$ cat src/rtl/gpio_bank_pkg.sv
package gpio_bank_pkg;
  localparam int REG_W      = 32;
  localparam int BANK_BASE  = 'h1000;
  localparam int ROUTE_BASE = 'h400;
  localparam int PIN_STRIDE = 16;
  localparam int ROUTE_STEP = 4;
  localparam int PAD_W      = 10;
  localparam int ICFG_W     = 4;
  localparam int ROUTE_W    = 3;

  localparam logic [ROUTE_W-1:0] ROUTE_APP  = 3'd4;
  localparam logic [ROUTE_W-1:0] ROUTE_NONE = 3'd7;

  typedef struct packed {
    logic       oe;
    logic [2:0] drive;
    logic [3:0] func;
    logic [1:0] pull;
  } pad_cfg_t;

  typedef struct packed {
    logic raw_en;
    logic edge_mode;
    logic pol_hi;
    logic en;
  } irq_cfg_t;

  typedef enum logic [1:0] {
    REG_PAD  = 2'd0,
    REG_DATA = 2'd1,
    REG_ICFG = 2'd2,
    REG_STAT = 2'd3
  } pin_reg_e;
endpackage

$ cat src/rtl/gpio_bank_sync.sv
module gpio_bank_sync #(
  parameter int W = 4
) (
  input  logic         clk,
  input  logic         rst_n,
  input  logic [W-1:0] async_in,
  output logic [W-1:0] sync_out
);
  logic [W-1:0] meta_q;

  always_ff @(posedge clk or negedge rst_n) begin
    if (!rst_n) begin
      meta_q   <= '0;
      sync_out <= '0;
    end else begin
      meta_q   <= async_in;
      sync_out <= meta_q;
    end
  end
endmodule

$ cat src/rtl/gpio_bank_pin.sv
module gpio_bank_pin
  import gpio_bank_pkg::*;
(
  input  logic               clk,
  input  logic               rst_n,
  input  logic               sync_in,
  input  logic               we_pad,
  input  logic               we_data,
  input  logic               we_icfg,
  input  logic               we_stat,
  input  logic               we_route,
  input  logic [PAD_W-1:0]   wd,
  output pad_cfg_t           pad_q,
  output logic               out_q,
  output irq_cfg_t           icfg_q,
  output logic [ROUTE_W-1:0] route_q,
  output logic               status_q,
  output logic               irq_req,
  output logic               pin_out,
  output logic               pin_oe
);
  logic prev_q, pend_q;
  logic status_d, pend_d;
  logic rise, fall, lvl_hit, edg_hit, evt, clr, pending;

  always_comb begin
    rise     = sync_in & ~prev_q;
    fall     = ~sync_in & prev_q;
    lvl_hit  = icfg_q.pol_hi ? sync_in : ~sync_in;
    edg_hit  = icfg_q.pol_hi ? rise : fall;
    evt      = icfg_q.edge_mode ? edg_hit : lvl_hit;
    clr      = we_stat & wd[0];
    status_d = clr ? 1'b0 : (status_q | (evt & icfg_q.raw_en));
    pend_d   = clr ? 1'b0 : (pend_q | (evt & icfg_q.edge_mode));
    pending  = icfg_q.edge_mode ? pend_q : lvl_hit;
    irq_req  = icfg_q.en & (route_q == ROUTE_APP) & pending;
    pin_oe   = pad_q.oe;
    pin_out  = out_q & pad_q.oe;
  end

  always_ff @(posedge clk or negedge rst_n) begin
    if (!rst_n) begin
      pad_q    <= '0;
      out_q    <= 1'b0;
      icfg_q   <= '0;
      route_q  <= ROUTE_NONE;
      status_q <= 1'b0;
      pend_q   <= 1'b0;
      prev_q   <= 1'b0;
    end else begin
      prev_q   <= sync_in;
      status_q <= status_d;
      pend_q   <= pend_d;
      if (we_pad)   pad_q   <= pad_cfg_t'(wd);
      if (we_data)  out_q   <= wd[1];
      if (we_icfg)  icfg_q  <= irq_cfg_t'(wd[ICFG_W-1:0]);
      if (we_route) route_q <= wd[ROUTE_W-1:0];
    end
  end
endmodule

$ cat src/rtl/gpio_irq_bank.sv
module gpio_irq_bank
  import gpio_bank_pkg::*;
#(
  parameter int NPINS  = 4,
  parameter int ADDR_W = 13
) (
  input  logic              clk,
  input  logic              rst_n,
  input  logic              wr_en,
  input  logic [ADDR_W-1:0] addr,
  input  logic [REG_W-1:0]  wdata,
  output logic [REG_W-1:0]  rdata,
  input  logic [NPINS-1:0]  pin_in,
  output logic [NPINS-1:0]  pin_out,
  output logic [NPINS-1:0]  pin_oe,
  output logic              summary_irq
);
  localparam int IW = (NPINS > 1) ? $clog2(NPINS) : 1;

  logic [ADDR_W-1:0] bank_off, route_off;
  logic              bank_hit, route_hit;
  logic [IW-1:0]     bank_pin, route_pin;
  pin_reg_e          bank_reg;

  logic [NPINS-1:0]  sync_v, out_v, stat_v, irq_v;
  logic [NPINS-1:0]  st_clr_v, raw_en_v, routed_v;
  pad_cfg_t          pad_a   [NPINS];
  irq_cfg_t          icfg_a  [NPINS];
  logic [ROUTE_W-1:0] route_a [NPINS];

  logic unused_bits;
  assign unused_bits = ^{wdata[REG_W-1:PAD_W], bank_off[ADDR_W-1:4+IW],
                         bank_off[1:0], route_off[ADDR_W-1:2+IW], route_off[1:0]};

  always_comb begin
    bank_off  = addr - ADDR_W'(BANK_BASE);
    route_off = addr - ADDR_W'(ROUTE_BASE);
    bank_hit  = (addr >= ADDR_W'(BANK_BASE)) &&
                (bank_off < ADDR_W'(NPINS * PIN_STRIDE));
    route_hit = (addr >= ADDR_W'(ROUTE_BASE)) &&
                (route_off < ADDR_W'(NPINS * ROUTE_STEP));
    bank_pin  = bank_off[4 +: IW];
    bank_reg  = pin_reg_e'(bank_off[3:2]);
    route_pin = route_off[2 +: IW];
  end

  gpio_bank_sync #(.W(NPINS)) u_sync (
    .clk(clk), .rst_n(rst_n), .async_in(pin_in), .sync_out(sync_v)
  );

  for (genvar i = 0; i < NPINS; i++) begin : g_pin
    logic sel, we_pad, we_data, we_icfg, we_stat, we_route;
    always_comb begin
      sel      = wr_en & bank_hit & (bank_pin == IW'(i));
      we_pad   = sel & (bank_reg == REG_PAD);
      we_data  = sel & (bank_reg == REG_DATA);
      we_icfg  = sel & (bank_reg == REG_ICFG);
      we_stat  = sel & (bank_reg == REG_STAT);
      we_route = wr_en & route_hit & (route_pin == IW'(i));
    end

    gpio_bank_pin u_pin (
      .clk(clk), .rst_n(rst_n), .sync_in(sync_v[i]),
      .we_pad(we_pad), .we_data(we_data), .we_icfg(we_icfg),
      .we_stat(we_stat), .we_route(we_route), .wd(wdata[PAD_W-1:0]),
      .pad_q(pad_a[i]), .out_q(out_v[i]), .icfg_q(icfg_a[i]),
      .route_q(route_a[i]), .status_q(stat_v[i]), .irq_req(irq_v[i]),
      .pin_out(pin_out[i]), .pin_oe(pin_oe[i])
    );

    always_comb begin
      st_clr_v[i] = we_stat & wdata[0];
      raw_en_v[i] = icfg_a[i].raw_en;
      routed_v[i] = icfg_a[i].en & (route_a[i] == ROUTE_APP);
    end
  end

  always_comb begin
    rdata = '0;
    if (bank_hit) begin
      unique case (bank_reg)
        REG_PAD:  rdata = {{(REG_W-PAD_W){1'b0}}, pad_a[bank_pin]};
        REG_DATA: rdata = {{(REG_W-2){1'b0}}, out_v[bank_pin], sync_v[bank_pin]};
        REG_ICFG: rdata = {{(REG_W-ICFG_W){1'b0}}, icfg_a[bank_pin]};
        REG_STAT: rdata = {{(REG_W-1){1'b0}}, stat_v[bank_pin]};
        default:  rdata = '0;
      endcase
    end else if (route_hit) begin
      rdata = {{(REG_W-ROUTE_W){1'b0}}, route_a[route_pin]};
    end
    summary_irq = |irq_v;
  end
endmodule

$ cat config.mk
export PLATFORM = sky130hd
export DESIGN_NAME = gpio_irq_bank
export DESIGN_NICKNAME = d
export VERILOG_FILES = /design/src/rtl/gpio_bank_pkg.sv /design/src/rtl/gpio_bank_sync.sv /design/src/rtl/gpio_bank_pin.sv /design/src/rtl/gpio_irq_bank.sv
export SDC_FILE = /design/constraint.sdc
export NUM_CORES = 1
export LEC_CHECK = 0
export ABC_AREA = 1
export BUFFER_PORTS_ARGS = -buffer_cell sky130_fd_sc_hd__buf_2
export CAP_MARGIN = 15
export CORE_UTILIZATION = 55
export DETAILED_ROUTE_END_ITERATION = 6
export PLACE_DENSITY = 0.86
export SLEW_MARGIN = 25
export SYNTH_ARGS = -nofsm -noshare
export SYNTH_HDL_FRONTEND = slang
export SYNTH_SLANG_ARGS = --single-unit
$ cat constraint.sdc
create_clock -name clk -period 2.1 [get_ports clk]
set_input_delay 0.42 -clock clk [delete_from_list [all_inputs] [get_ports clk]]
set_output_delay 0.42 -clock clk [all_outputs]
set_load 0.005 [all_outputs]
* Word level (Yosys, flattened, before mapping) *
Cells that the tools add are included.
Widths: inputs -> output; s select.

word-level totals
  register bits = 92
  logic and storage cells = 200

operators by class
  add/sub/neg operators = 2
  equality and inequality tests = 13
  muxes and demuxes = 42
  bitwise logic cells = 76
  magnitude comparators = 7
  reductions and logical operators = 6

operators by type and width
  operator                number
  $pmux 32 s4             1
  $and 1x1->1             58
  $mux 32                 1
  $mux 1                  27
  $bmux 10 s2             1
  $mux 10                 2
  $ge 13x11->1 const B    1
  $ge 13x13->1 const B    1
  $lt 13x5->1 const B     1
  $lt 13x7->1 const B     1
  $sub 13x11->13 const B  1
  $sub 13x13->13 const B  1
  $eq 2x2->1 const B      6
  $eq 3x3->1 const B      4
  $mux 3                  3
  $bmux 4 s2              1
  $mux 4                  2
  $not 1->1               8
  $or 1x1->1              8
  $bmux 1 s2              3
  $bmux 3 s2              1
  $eq 2x1->1 const B      3
  $ge 3x3->1 const B      2
  $logic_not 2->1         3
  4 further kinds         6

* Logic depth before layout (Yosys ltp) *
Gate-level depths: netlist of run 1.

  word-level depth = 8
  mapped depth = 9
  depth with buffers taken out = 9

* By module *
Synthesis of run 1 repeated with hierarchy kept, for this count alone.

second synthesis, totals
  cells, all modules = 512
  area total of the unflattened synthesis = 4838.4 sq um

modules (own cells, without submodules)
  module          cells each  area each (sq um)  times used  sequential area each (sq um)
  gpio_bank_pin   70          893.4              4           529.3
  gpio_irq_bank   224         1064.8             1           0.0
  gpio_bank_sync  8           200.2              1           200.2

* Least setup slack after synthesis of run 1 *
No wires, ideal clock.

  path type = input-to-output
  start = input port addr[10]
  end = output port rdata[2]
  stages on the path = 8
  path slack = 0.455 ns
  data arrival time = 1.225 ns
  buffers on the path = 0
  path through = inv_1 -> ha_1 -> nand3_1 -> nor2_1 -> nand2_1 -> inv_1 -> o21ai_0 -> nand3_1

between the ends
  word-level cells in the longest chain between the ends = 5

ends and longest elaborated chain
  what                RTL line             source
  start: declaration  gpio_irq_bank.sv:10  input logic [ADDR_W-1:0] addr,
  $sub 13x11->13      gpio_irq_bank.sv:37  route_off = addr - ADDR_W'(ROUTE_BASE);
  $lt 13x5->1         gpio_irq_bank.sv:41  (route_off < ADDR_W'(NPINS * ROUTE_STEP));
  $logic_and 1x1->1   gpio_irq_bank.sv:40  route_hit = (addr >= ADDR_W'(ROUTE_BASE)) &&
  $mux 3              gpio_irq_bank.sv:88  end else if (route_hit) begin
  $mux 32 (*)         gpio_irq_bank.sv:80  if (bank_hit) begin
  end: declaration    gpio_irq_bank.sv:12  output logic [REG_W-1:0] rdata,

Mark *: on every way between the ends. The rest lies on a longest branch, timed or not.

* Final worst setup path of run 1 *
  start = input port addr[4]
  end = output port rdata[3]

between the ends
  word-level cells in the longest chain between the ends = 7

ends and longest elaborated chain
  what                                                    RTL line
  branches (longest 6 deep; another with $sub 13x13->13)  n/a
  $mux 32 (*)                                             gpio_irq_bank.sv:80

Mark *: on every way between the ends. The select of a mux whose other input is x is not followed.

==> run summary, run 1 <==
CTS tree: built
Post-synthesis sequential area ratio: 47.0%
Max Clock Freq: 0.485 GHz
Met3 routed WL: 1.23 mm
Seq. cell area: 0.00232 sq mm
Dpl hpwl: 8.51 mm
Largest family of logic cells by synthesized area: simple AND/OR/NAND/NOR gates
Clock Sinks: 92
Die area: 0.00934 sq mm
Mapped Cells: 647
Grt ovf: 0
Post-synth EDFFs: 0
Post-synthesis xor/xnor area fraction: 0.178%
CP Class: primary input to primary output
Post-route ant nets: 0
FILL cells: 735
Endpoints failing hold: 0
Initial Utilization: 56.8%
GP Congestion: 0.938
Netlist cell types: 33
Ys Warns: 0
Gr usage total: 27.8%
Post-route cell area: 0.00543 sq mm
Routed wire length: 12.5 mm
Kind of end point of the critical path: primary output
Clk network pwr share: 37.7%
DR vias: 4572
Maximum clock path buffer count: 2
Period utilization: 98.1%
Slowest library cell on the worst path: nand2_1
# setup viols final: 0
# H-tree levels: 3
Largest net degree at the start of global routing: 66
Adder and majority gate portion of the synthesized area: 0.254%
Cell repeated most along the worst path: nand2_1
Area after DPL: 0.00519 sq mm
Sw Ratio: 25.1%
Static Leak: 2.98 nW
RSZ-0062 raised after global routing: false
Comb power frac: 8.9%
HP Class: primary input to register
Core area: 0.00868 sq mm
WP data required: 1.68 ns
# diodes: 0
Max cap viols: 0
Row count: 34
Global-route wire length before repair: 20.8 mm
Chip height: 96.6 microns
NetSw: 0.864 mW
Multi-input logic area: 0.00212 sq mm
Int Power: 2.57 mW
Final worst path period need: 2.06 ns
CP bufs+invs: 4
Asr flop ratio synth: 100%
Slew Limit Fails: 0
Via density: 5.64
Mux cell area share after synthesis: 0%
Maximum vdd drop: 0.322 mV
Outcome: complete, no violations
Antenna violations before repair: 0
Buffers on Ports: 46
CTS Buf Count: 9
Sequential power share: 53.4%
Die width: 96.6 microns
Pwr dens: 634 mW/mm^2
Synthesized cell area: 0.00493 sq mm
First DRT Iteration DRCs: 539
Clk_lat worst skew: 0.36 ns
Vias in the first global route: 4285
Synth Area in Compound Gates: 5.31%
Highest Signal Layer: met4
Final Skew: 0.00394 ns
Wire per inst: 15.4 microns
CP Max Fanout: 11
Post-Synth Simple-Gate Area: 35.5%
Synth Area per Inst: 7.61 sq um
Worst setup SP type: primary input
Met2 WL: 6.18 mm
Met1 wire length: 4.83 mm
Pre-Repair DR Iteration Count: 6
Root Driver: clkbuf_8
Worst-path clk slew: 0.09 ns
Prevailing post-synth register cell: dfrtp_1
Final nets: 750
Top Ports: 93
Seq cells post-synth: 92
Layout area overhead: 10.1%
Worst EP arrival: 1.64 ns
Slowest stage delay, CP: 0.18 ns
Crit-path leading delay family: simple AND/OR/NAND/NOR gates
Cell Chain, Critical Path: buf_2, inv_1, nand2_1, inv_4, nand2_1, nand4_1, nand2_1, nand3_1, nor2_1, buf_2
Remaining DRCs: 0
Total negative slack: 0 ns
Post-CTS Setup Repair Bufs: 0
Share of layout cells above drive strength 1: 17.4%
## kinds of logic after synthesis
group	Yosys count
AO/OA/AOI/OAI	44
XOR/XNOR	1
adder cells (fa/ha/maj)	1
buffers and inverters	105
flip-flops	92
other	1
AND/OR/NAND/NOR	403
## Yosys cell counts, types with 2 or more instances
library cell,count,area share [%]
nand4_1,9,1.1
and3_1,2,0.25
o21ai_0,24,2.4
nand3_2,2,0.41
inv_2,3,0.23
a22oi_1,10,1.5
dfstp_2,12,6.4
dfrtp_1,80,41
nor3_1,3,0.30
buf_6,5,1.1
buf_4,34,5.2
nor2_1,12,0.91
nor2_2,2,0.25
nand3_1,89,9.0
clkbuf_1,2,0.15
nor2_4,7,1.6
inv_1,48,3.7
nand2_2,4,0.51
nand2_1,270,21
buf_2,11,1.1
a31oi_1,6,0.76
## layer usage
metal / global-route usage [%] / vias to the layer above
met4: 10.1 / 0
met2: 45.3 / 286
met1: 37.6 / 2146
met3: 4.55 / 28
li1: - / 2112
met5: 0 / -
## what timing repair did
item / 4_1_cts / 5_1_grt
hold endpoints to repair: 15 / 0
gates resized for setup: 1 / 12
hold buffers: 1 / 0
pin swaps: 0 / 1
setup endpoints to repair: 1 / 9
## area by class of cell
class / instances / area share [%]
clock buffers: 10 / 2.35
clock inverters: 6 / 1.61
inverters: 52 / 3.64
multi-input cells: 471 / 39.1
flip-flops and latches: 92 / 42.7
well taps: 108 / 2.49
repair buffers: 71 / 8.03
## cell usage in the layout, fill, tap and decap left out, types with 2 or more instances in the layout
cell       instances
a31oi_1            6
nor3_1             3
nand3_1           89
clkbuf_8           9
buf_4             24
nand3_2            2
and3_1             2
conb_1            22
a22oi_1           10
nor2_1            12
nand2_2            5
buf_2             45
inv_1             47
dfstp_2           12
inv_2              4
dfrtp_1           79
bufinv_16          2
o21ai_0           17
nand4_1            9
clkinv_2           2
nand2_1          269
o21ai_1            7
nor2_4             8
## metrics by stage
step,hold slack (ns),setup slack (ns),total power [mW],instances,utilization [%]
2_1_floorplan,0.124,0.455,2.05,668,-
3_3_place_gp,0.333,0.0843,2.15,793,59.8
3_5_place_dp,0.335,0.0391,2.16,793,59.8
4_1_cts,0.156,0.0121,3.44,810,62.4
5_1_grt,0.145,0.00212,3.57,810,62.5
6_report,0.160,0.0396,3.44,810,62.5
## power groups by stage
| stage | clock [mW] | sequential [mW] | combinational [mW] |
|---|---|---|---|
| finish | 1.30 | 1.83 | 0.307 |
| global route | 1.39 | 1.84 | 0.339 |
| CTS | 1.30 | 1.83 | 0.301 |
| detailed placement | 0 | 1.87 | 0.296 |
| global placement | 0 | 1.87 | 0.286 |
| floorplan | 0 | 1.86 | 0.189 |
## worst paths after layout
kind | startpoint | endpoint | slack, ns | cells after the start
worst max register to register | u_sync.sync_out[1] | g_pin[1].u_pin.status_q | 0.91 | 7
min in group asynchronous | rst_n | g_pin[0].u_pin.pin_oe | 0.52 | 2
worst max-delay path | addr[4] | rdata[3] | 0.04 | 10
worst min register to register | u_sync.meta_q[3] | u_sync.sync_out[3] | 0.35 | 0
max in group asynchronous | rst_n | u_sync.sync_out[2] | 0.89 | 3
worst min-delay path | pin_in[1] | u_sync.meta_q[1] | 0.16 | 1
## registers in the layout, summed over array words and instances, names as in the netlist
| name | count |
|---|---|
| g_pin.u_pin.icfg_q | 16 |
| g_pin.u_pin.out_q | 4 |
| g_pin.u_pin.pad_q | 36 |
| g_pin.u_pin.pend_q | 4 |
| g_pin.u_pin.pin_oe | 4 |
| g_pin.u_pin.prev_q | 4 |
| g_pin.u_pin.route_q | 12 |
| g_pin.u_pin.status_q | 4 |
| u_sync.meta_q | 4 |
| u_sync.sync_out | 4 |
Power figures use the tool's default switching activity.
==> run 2: changes to the inputs <==
- CORE_UTILIZATION: 55 -> 40
- PLACE_DENSITY: 0.86 -> 0.68
- TNS_END_PERCENT: not set -> 5
- clock period: 2.1 -> 2.4 ns (I/O delays scaled with it)
==> run 2 against run 1 <==
  * Global-route usage decreased by 7.0 points
  * Clock power hardly changed
  * Cell count increased by 4.3%
  * Sequential power down 12%
  * Setup slack improved by 0.063 ns
  * Routed wire length increased by 0.64%
  * Highest routed layer unchanged
==> run summary, run 2 (same netlist as run 1, synthesis figures left out) <==
Dpl hpwl: 8.78 mm
Buffers on Ports: 46
Slew Limit Fails: 0
CP Max Fanout: 16
Die area: 0.0128 sq mm
Sw Ratio: 24.8%
Wire per inst: 14.9 microns
Maximum vdd drop: 0.366 mV
Slowest stage delay, CP: 0.28 ns
Outcome: complete, no violations
Die width: 113 microns
Slowest library cell on the worst path: buf_2
Pwr Total: 3.18 mW
Final nets: 746
HP Class: primary input to async pin
NetSw: 0.789 mW
Sequential power share: 50.5%
Largest net degree at the start of global routing: 48
Max FFs per register: 36
WP data required: 1.92 ns
Worst setup SP type: primary input
CP Class: primary input to primary output
First DRT Iteration DRCs: 284
Period utilization: 95.7%
Int Power: 2.39 mW
Layout area overhead: 11.4%
Row count: 40
Final worst path period need: 2.30 ns
Kind of end point of the critical path: primary output
Gr usage total: 20.8%
Share of layout cells above drive strength 1: 16.0%
RSZ-0062 raised after global routing: true
Post-CTS Setup Repair Bufs: 0
Static Leak: 2.97 nW
Initial Utilization: 41.0%
CTS tree: built
# setup viols final: 0
Hold Buf Count CTS: 0
DR vias: 4330
Worst EP arrival: 1.82 ns
Largest registers: g_pin.u_pin.pad_q (36), g_pin.u_pin.icfg_q (16), g_pin.u_pin.route_q (12)
Max Clock Freq: 0.435 GHz
Root Driver: clkbuf_16
Top reg by flops: g_pin.u_pin.pad_q
Global-route wire length before repair: 20.7 mm
CP bufs+invs: 4
Chip height: 113 microns
CTS Buf Count: 9
Most common cell after layout, fill and taps aside: nand2_1
Post_cts resized: 0
Remaining DRCs: 0
Reg2Reg Depth: 7
FILL cells: 1183
Cell repeated most along the worst path: nand2_1
Slew margin rel.: 59.8%
Pre-Repair DR Iteration Count: 5
Slew @ Worst Pin: 0.603 ns
Routed wire length: 12.6 mm
Comb power frac: 8.4%
Total negative slack: 0 ns
Clock Sinks: 92
Pwr dens: 579 mW/mm^2
Vias in the first global route: 3999
Final Util: 45.7%
Grt ovf: 0
Crit-path leading delay family: buffers and inverters
Most frequent cells in the layout: nand2_1, nand3_1, dfrtp_1
WP depth: 10
Via density: 5.12
Endpoints failing hold: 0
Worst-path clk slew: 0.06 ns
Core area: 0.0120 sq mm
# H-tree levels: 3
Antenna violations before repair: 0
Maximum clock path buffer count: 2
Top Ports: 93
Post-route ant nets: 0
Cell Chain, Critical Path: buf_2, inv_1, nand2_1, inv_2, nand2_1, nand4_1, nand2_1, nand3_1, nor2_1, buf_2
Max cap viols: 0
# diodes: 0
Clk network pwr share: 41.1%
GP Congestion: 0.884
Final Skew: 0.00371 ns
Clk_lat worst skew: 0.34 ns
[run 2: changes by cell type in the layout (fill, tap and decap cells not counted), moves of 2 or more]
cell / delta
buf_4: -3
o21ai_1: -7
bufinv_16: -2
o21ai_0: +7
clkbuf_16: +9
clkbuf_8: -8
clkinv_1: +2
[run 2: area by class of cell]
class,count,area [sq um],area share [%]
timing repair buffer,67,403,7.34
clock buffer,12,246,4.49
clock inverter,4,25.0,0.456
tap,147,184,3.35
multi-input combinational,471,2120,38.6
sequential,92,2320,42.2
inverter,52,195,3.56
[run 2: final timing paths]
path,endpoint,slack [ns],startpoint
setup / recovery,rdata[3],0.10,addr[4]
hold / removal,g_pin[0].u_pin.icfg_q[2],0.15,rst_n
setup reg to reg,g_pin[1].u_pin.status_q,1.19,u_sync.sync_out[1]
hold reg to reg,u_sync.sync_out[3],0.35,u_sync.meta_q[3]
max in group asynchronous,g_pin[0].u_pin.pad_q[0],1.51,rst_n
min in group clk,u_sync.meta_q[2],0.24,pin_in[2]
[run 2: per-layer routing]
layer | routed length, microns | part of all wire, % | GRT usage [%] | vias to the layer above
met3 | 739 | 5.9 | 3.05 | 13
met4 | 148 | 1.2 | 6.23 | 0
met1 | 5500 | 44 | 28.2 | 2034
li1 | - | - | - | 2112
met5 | 0 | 0 | 0 | -
met2 | 6170 | 49 | 34.7 | 171
[run 2: power by group through the flow]
stage	Combinational (mW)	Sequential, mW	Clock [mW]
after global routing	0.300	1.61	1.40
after detailed placement	0.264	1.63	0
after global placement	0.257	1.63	0
final	0.266	1.61	1.31
after floorplan	0.166	1.63	0
after CTS	0.265	1.61	1.33
[run 2: per-stage QoR]
step | worst slack, ns | std cells | hold slack (ns) | cell area (sq um)
floorplan | 0.635 | 668 | 0.184 | 5000
global placement | 0.129 | 829 | 0.333 | 5220
detailed placement | 0.131 | 829 | 0.336 | 5220
CTS | 0.124 | 845 | 0.171 | 5490
global route | -0.0177 | 845 | 0.198 | 5490
finish | 0.103 | 845 | 0.151 | 5490
